## config.mk

```make
export PLATFORM = sky130hd
export DESIGN_NAME = csr_pin_slave
export DESIGN_NICKNAME = d
export VERILOG_FILES = /design/src/rtl/csr_pin_slave.sv
export SDC_FILE = /design/constraint.sdc
export NUM_CORES = 1
export LEC_CHECK = 0
export CORE_UTILIZATION = 45
export CTS_BUF_LIST = sky130_fd_sc_hd__clkbuf_8
export DETAILED_ROUTE_END_ITERATION = 6
export DONT_BUFFER_PORTS = 1
export GPL_ROUTABILITY_DRIVEN = 1
export PLACE_DENSITY = 0.63
export SYNTH_ARGS = -nofsm -noshare
export SYNTH_HDL_FRONTEND = slang
export SYNTH_SLANG_ARGS = --single-unit
```

## constraint.sdc

```tcl
create_clock -name clk -period 1.4 [get_ports clk]
set_input_delay 0.28 -clock clk [delete_from_list [all_inputs] [get_ports clk]]
set_output_delay 0.28 -clock clk [all_outputs]
set_load 0.02 [all_outputs]
```

## src/rtl/csr_pin_slave.sv

```systemverilog
module csr_pin_slave #(
  parameter int          WIDTH    = 32,
  parameter logic [11:0] OUT_ADDR = 12'hBC1,
  parameter logic [11:0] IN_ADDR  = 12'hFC1
) (
  input  logic             clk,
  input  logic             rst_n,
  input  logic [11:0]      addr,
  input  logic             read,
  input  logic [2:0]       modify,
  input  logic [31:0]      wdata,
  output logic [31:0]      rdata,
  output logic             valid,
  input  logic [WIDTH-1:0] pins_in,
  output logic [WIDTH-1:0] pins_out
);

  logic             hit_out_q, hit_in_q;
  logic [WIDTH-1:0] sync_a, sync_b, out_q, next_out;

  always_ff @(posedge clk) begin
    if (!rst_n) begin
      hit_out_q <= 1'b0;
      hit_in_q  <= 1'b0;
      sync_a    <= '0;
      sync_b    <= '0;
      out_q     <= '0;
    end else begin
      hit_out_q <= (addr == OUT_ADDR);
      hit_in_q  <= (addr == IN_ADDR);
      sync_a    <= pins_in;
      sync_b    <= sync_a;
      if (hit_out_q) out_q <= next_out;
    end
  end

  always_comb begin
    case (modify)
      3'b001:  next_out = wdata[WIDTH-1:0];
      3'b010:  next_out = out_q | wdata[WIDTH-1:0];
      3'b011:  next_out = out_q & ~wdata[WIDTH-1:0];
      default: next_out = out_q;
    endcase
  end

  assign valid    = read & (hit_out_q | hit_in_q);
  assign rdata    = !read    ? 32'd0 :
                    hit_out_q ? 32'(out_q) :
                    hit_in_q  ? 32'(sync_b) : 32'd0;
  assign pins_out = out_q;

endmodule

```

; Word level (Yosys, flattened, before mapping)
; Cells that the tools add are included.
[op_classes]
bitwise_logic = 5
eq_ne = 5
n_reduce_logical = 2
n_mux = 4
[op_table]
columns = cell, n
row1 = $mux W32, 3
row2 = $pmux W32 S3, 1
row3 = $and A32 B32 Y32, 1
row4 = $not A32 Y32, 1
row5 = $or A32 B32 Y32, 1
row6 = $eq A12 B12 Y1 const B, 2
row7 = $eq A3 B2 Y1 const B, 2
row8 = $eq A3 B1 Y1 const B, 1
row9 = $reduce_bool A3 Y1, 1
row10 = $reduce_and A2 Y1, 1
row11 = $and A1 B1 Y1, 1
row12 = $or A1 B1 Y1, 1
[totals]
inputBits = 82
out_inout_bits = 65
register_bits = 98
wordCells = 21

; Logic depth before layout (Yosys ltp)
; Gate-level depths: netlist of the first run.
[logic_depth]
word_depth = 3
mapped_depth = 6
mapped_depth_nobuf = 3

; Least setup slack after synthesis of the first run
; Ideal clock, no wire load.
[synth_timing]
path_type = register to output
from = reg hit_out_q
to = out rdata[0]
n_path_buf = 2
required_time_ps = 1120
arrival_time_ps = 1333
path_stages_with_launch = 6
slack_ps = -213
cell_sequence = dfxtp_1 -> buf_4 -> nor2b_1 -> clkbuf_1 -> a22oi_1 -> nor2b_1
[synth_via]
elab_chain_len = 2
[synth_lines]
columns = element, line_no
row1 = "start, declared", 18  ; logic hit_out_q, hit_in_q;
row2 = "start signal, assigned", 29  ; hit_out_q <= (addr == OUT_ADDR);
row3 = $mux W32, 48  ; hit_out_q ? 32'(out_q) :
row4 = $mux W32, 47  ; assign rdata = !read ? 32'd0 :
row5 = "end, declared", 12  ; output logic [31:0] rdata,
; No other way between the ends.

; Final worst setup path of the first run
[layout_timing]
from = reg hit_out_q
to = out rdata[31]
; Same word-level chain as after synthesis.

==> flow_metrics.env, run 1 <==
export IMPL_status="finished, violations left"
export IMPL_violations="negative setup slack"
export IMPL_crit_required_ps=1120
export IMPL_period_share=1.23
export IMPL_io_buffers=0
export IMPL_ys_ff_latch=98
export IMPL_vias=3102
export IMPL_worstMarginPinSlew_ps=353
export IMPL_clk_latency_ps=370
export IMPL_fp_dieH_um=95.3
export IMPL_mostFrequentLayoutCells="96 x dfxtp_1, 66 x nand2_1, 64 x and2_1, 37 x buf_4, 33 x inv_1"
export IMPL_first_pass_iters=4
export IMPL_critPathMaxFanout=31
export IMPL_drt_iter0_drc=189
export IMPL_tritoncts_num_buffers=9
export IMPL_core_area_um2=8300
export IMPL_dpl_hpwl_mm=5.91
export IMPL_htreeDepth=3
export IMPL_ys_seq_area_frac=0.501
export IMPL_p_comb_frac=0.035
export IMPL_critPathKind="flop to output port"
export IMPL_synth_area_um2=3910
export IMPL_finalWorstPathRequiredPeriod_ps=1720
export IMPL_grt_pass1_wl_mm=14.2
export IMPL_finalSetupViolCount=33
export IMPL_synthFlopType="dfxtp_1"
export IMPL_fin_tns_setup_ps=-9650
export IMPL_synth_edff_count=0
export IMPL_critPathLaunchType="flop"
export IMPL_dp_cells=546
export IMPL_slew_violations=0
export IMPL_grt_pass1_vias=2795
export IMPL_max_freq_ghz=0.581
export IMPL_yosysWarnings=0
export IMPL_clk_pin_slew_worst_paths_ps=110
export IMPL_synthArstFlopShare=0
export IMPL_fin_skew_ps=10.7
export IMPL_maxCapViolations=0
export IMPL_slew_limit_headroom=0.758
export IMPL_grt_usage=0.207
export IMPL_powerDensity_nw_per_um2=1030
export IMPL_hp_class="primary input to flop"
export IMPL_vias_per_cell=5.48
export IMPL_end_kind="output port"
export IMPL_critPathArrivalTime_ps=1440
export IMPL_cts_tree="yes"
export IMPL_syn_to_final_growth_pct=20.0
export IMPL_cts_setup_buffers=0
export IMPL_ir_drop_uv=570
export IMPL_p_int_mw=3.67
export IMPL_cts_path_max_buffers=2
export IMPL_initial_core_util=0.472
export IMPL_fin_area_um2=4700
export IMPL_switchingPower_mw=1.18
export IMPL_place_area_um2=4250
export IMPL_grt_max_degree=130
export IMPL_die_w_um=95.3
export IMPL_clkPwrFrac=0.369
export IMPL_antenna_found_initial=0
export IMPL_drc=0
export IMPL_pre_cts_slack_ps=-74.7
export IMPL_finalHoldViolations=0
export IMPL_n_fill_cell=756
export IMPL_ant_nets=0
export IMPL_rows=33
export IMPL_synth_distinct_cells=21
export IMPL_rrSetupSlack_ps=10
export IMPL_syn_avg_cell_area_um2=8.87
export IMPL_synthesis_instances=441
export IMPL_gp_congestion=0.685
export IMPL_root_buffer="clkbuf_8"
export IMPL_n_antenna_cell=0
export IMPL_layout_setup_ws_ps=-321
export IMPL_netSwitchingFraction=0.244
export IMPL_grt_ovfl_total=0
export IMPL_seq_power_share=0.596
export IMPL_cts_sink_count=98
export IMPL_drive_gt1_frac=0.267
export IMPL_ioPinCount=147
export IMPL_rsz0062_at_grt="true"
export IMPL_fin_util=0.566
export IMPL_wirelength_mm=9.70
export IMPL_post_drt_wl_per_cell_um=17.1
export IMPL_stdcell_count=566
export IMPL_layout_commonest_cell="dfxtp_1"
export IMPL_syn_nets=523
export IMPL_p_leak_nw=1.74
export IMPL_layout_nets=538
export IMPL_die_area_um2=9070
routing by layer:
metal,vias up,global-route usage,routed length (µm)
li1,1539,-,-
met3,10,0.0813,953
met4,0,0.0669,128
met2,118,0.348,4710
met1,1435,0.240,3910
met5,-,0,0
power by group through the flow:
| stage | clock network (mW) | registers [mW] | logic, mW |
|---|---|---|---|
| after floorplan | 0 | 2.95 | 0.185 |
| after global placement | 0 | 2.95 | 0.136 |
| after detailed placement | 0 | 2.95 | 0.141 |
| after CTS | 1.83 | 2.89 | 0.146 |
| after global routing | 1.95 | 2.90 | 0.190 |
| final | 1.79 | 2.89 | 0.169 |
metrics by stage:
step	total power, mW	hold WS (ps)
after global placement	3.09	385
after global routing	5.04	5.07
final	4.85	26.7
after detailed placement	3.10	380
after CTS	4.87	12.9
after floorplan	3.13	359
cell families after synthesis:
family	Yosys count	synth area share
AO/OA/AOI/OAI	97	0.185
buffers and inverters	74	0.0799
flip-flops	98	0.501
AND/OR/NAND/NOR	172	0.233
cells in the mapped netlist (2+ instances only):
cell	instances	area, µm²
a2111oi_0	32	280
a22oi_1	31	233
and2_1	65	407
buf_6	4	45.0
clkbuf_1	34	128
dfxtp_1	98	1960
inv_1	33	124
nand2_1	66	248
nand4_1	2	12.5
nor2_1	2	7.51
nor2b_1	32	200
nor3_1	2	10.0
o22ai_1	32	200
what timing repair did:
item / in CTS / in global routing
hold buffers: 1 / 0
gates resized for setup: 10 / 61
endpoints found under the hold margin: 1 / 0
pin swaps: 1 / 2
gates cloned: 1 / 2
endpoints found under the setup margin: 65 / 65
sequential cells by signal (all words and copies together), names as in the netlist:
register / flops
pins_out: 32
sync_b: 32
hit_out_q: 1
hit_in_q: 1
sync_a: 32
path summary, 6_finish.rpt:
| kind | startpoint | to | cells past startpoint |
|---|---|---|---|
| hold / removal | pins_in[21] | sync_a[21]$_SDFF_PN0_ | 1 |
| setup reg to reg | hit_out_q$_SDFF_PN0_ | pins_out[30]$_SDFFE_PN0P_ | 3 |
| hold reg to reg | sync_a[0]$_SDFF_PN0_ | sync_b[0]$_SDFF_PN0_ | 1 |
| setup / recovery | hit_out_q$_SDFF_PN0_ | rdata[31] | 5 |
critical path: stages, from the launching register on:
cell and delay [ps]:
dfxtp_2 370, nor2b_4 130, buf_12 200, a22oi_1 90, nor2b_1 130, buf_4 160
layout make-up:
class / instances / area (µm²) / area share
Sequential cell: 98 / 1960 / 0.418
Multi-Input combinational cell: 272 / 1940 / 0.414
Timing Repair Buffer: 41 / 334 / 0.0711
Tap cell: 105 / 131 / 0.0280
Inverter: 34 / 128 / 0.0272
Clock buffer: 9 / 124 / 0.0264
Clock inverter: 7 / 72.6 / 0.0155
(Power assumes the default switching activity.)
==> run 2, diff against run 1 <==
- CORE_UTILIZATION: 45 -> 30
- PLACE_DENSITY: 0.63 -> 0.46
==> run 2 against run 1 <==
The run still ends with negative setup slack left. Utilization fell by 9.6 points. Global-route usage down 2.7 points. Non-clock buffer count increased by 38. Cell count increased by 18%. Critical path depth increased by 1. Worst setup slack got worse by 41 ps. Die area up 49%. Register-to-register slack worse by 310 ps. Clock-buffer cell count increased by 1. Sequential power is essentially flat. Design area up 27%. Wire length increased by 22%. Critical path type unchanged.
==> flow_metrics.env, run 2 (synthesis gave the netlist of run 1 again) <==
export IMPL_fin_area_um2=5960
export IMPL_place_area_um2=4370
export IMPL_die_w_um=116
export IMPL_crit_chain="nor2b_4 -> buf_6 -> buf_8 -> a22oi_2 -> nor2b_1 -> buf_4"
export IMPL_register_area_um2=1970
export IMPL_end_kind="output port"
export IMPL_max_freq_ghz=0.568
export IMPL_finalHoldViolations=0
export IMPL_worstMarginPinSlew_ps=431
export IMPL_dpl_hpwl_mm=6.72
export IMPL_drive_gt1_frac=0.417
export IMPL_antenna_found_initial=0
export IMPL_ir_drop_uv=592
export IMPL_critPathKind="flop to output port"
export IMPL_rows=41
export IMPL_grt_max_degree=129
export IMPL_drt_iter0_drc=147
export IMPL_initial_core_util=0.309
export IMPL_grt_pass1_wl_mm=18.0
export IMPL_ioPinCount=147
export IMPL_slew_limit_headroom=0.712
export IMPL_n_antenna_cell=0
export IMPL_p_leak_nw=2.20
export IMPL_cts_sink_count=98
export IMPL_rsz0062_at_grt="true"
export IMPL_die_area_um2=13500
export IMPL_io_buffers=0
export IMPL_post_drt_wl_per_cell_um=17.8
export IMPL_clk_latency_ps=380
export IMPL_grt_ovfl_total=0
export IMPL_status="finished, violations left"
export IMPL_wirelength_mm=11.9
export IMPL_critPathArrivalTime_ps=1480
export IMPL_gp_congestion=0.705
export IMPL_maxCapViolations=0
export IMPL_htreeDepth=3
export IMPL_crit_required_ps=1120
export IMPL_slew_violations=0
export IMPL_period_share=1.26
export IMPL_finalWorstPathRequiredPeriod_ps=1760
export IMPL_syn_to_final_growth_pct=52.3
export IMPL_clk_pin_slew_worst_paths_ps=90
export IMPL_grt_usage=0.180
export IMPL_n_fill_cell=1255
export IMPL_cts_path_max_buffers=2
export IMPL_tritoncts_num_buffers=9
export IMPL_drc=0
export IMPL_root_buffer="clkbuf_8"
export IMPL_critPathSlowestCell="dfxtp_4"
export IMPL_cts_tree="yes"
export IMPL_critPathLaunchType="flop"
export IMPL_powerDensity_nw_per_um2=842
export IMPL_fin_skew_ps=9.33
export IMPL_slowest_delay_ps=370
export IMPL_fp_dieH_um=116
export IMPL_layout_commonest_cell="dfxtp_1"
export IMPL_layout_setup_ws_ps=-362
export IMPL_first_pass_iters=4
export IMPL_ant_nets=0
export IMPL_violations="negative setup slack"
export IMPL_core_area_um2=12700
export IMPL_grt_pass1_vias=3290
export IMPL_finalSetupViolCount=65
export IMPL_hp_class="primary input to flop"
export IMPL_vias_per_cell=4.96
export IMPL_fin_tns_setup_ps=-16960
export IMPL_critPathMaxFanout=7
export IMPL_fin_util=0.470
export IMPL_mostFrequentLayoutCells="96 x dfxtp_1, 65 x nand2_1, 64 x and2_1, 37 x buf_4, 33 x inv_1"
export IMPL_layout_nets=573
export IMPL_vias=3315
export IMPL_multi_input_comb_area_um2=2580
==> run 2: stage by stage <==
| stage | power, mW | hold slack (ps) | cells | worst slack (ps) |
|---|---|---|---|---|
| 2_1_floorplan | 3.13 | 359 | 441 | 5.65 |
| 3_3_place_gp | 3.10 | 392 | 616 | -1.38 |
| 3_5_place_dp | 3.10 | 386 | 616 | -1.45 |
| 4_1_cts | 5.06 | 0.186 | 664 | -398 |
| 5_1_grt | 5.26 | 3.15 | 668 | -464 |
| 6_report | 5.02 | 28.1 | 668 | -362 |
==> run 2: layout make-up <==
class                   count  share of cell area
multi-input cells         269               0.432
repair buffers             79               0.146
flip-flops and latches     98               0.330
well taps                 172              0.0361
clock inverters             6              0.0107
clock buffers              10              0.0231
inverters                  34              0.0218
==> run 2: timing repair <==
action	4_1_cts	5_1_grt
endpoints found under the hold margin	19	2
pin swaps	27	13
hold buffers	17	2
endpoints found under the setup margin	37	65
cloned	7	0
resized for setup	114	105
buffers inserted	8	7
==> run 2: metal layers <==
metal  wire length, µm  GRT usage
met2              5860      0.305
met1              4880      0.208
met3              1030     0.0784
met4               102     0.0444
met5                 0          0
==> run 2: path summary, 6_finish.rpt <==
kind / to / slack, ps / startpoint / depth (start not counted)
max: rdata[31] / -360 / hit_out_q$_SDFF_PN0_ / 6
min: sync_a[28]$_SDFF_PN0_ / 30 / pins_in[28] / 1
max reg2reg: pins_out[30]$_SDFFE_PN0P_ / -300 / hit_out_q$_SDFF_PN0_ / 7
min reg2reg: sync_b[30]$_SDFF_PN0_ / 440 / sync_a[30]$_SDFF_PN0_ / 1
==> run 2: worst max-delay path, delay by kind of cell (launching register included) <==
kind | cells | cell delay, ps
simple gates | 2 | 260
compound gates | 1 | 50
flops | 1 | 370
buf+inv | 3 | 420
==> run 2: power by group <==
| group | total (mW) | switching, mW | internal [mW] |
|---|---|---|---|
| Sequential | 2.89 | 0.0246 | 2.87 |
| Clock | 1.87 | 0.994 | 0.874 |
| Combinational | 0.258 | 0.107 | 0.151 |
| Total | 5.02 | 1.13 | 3.89 |
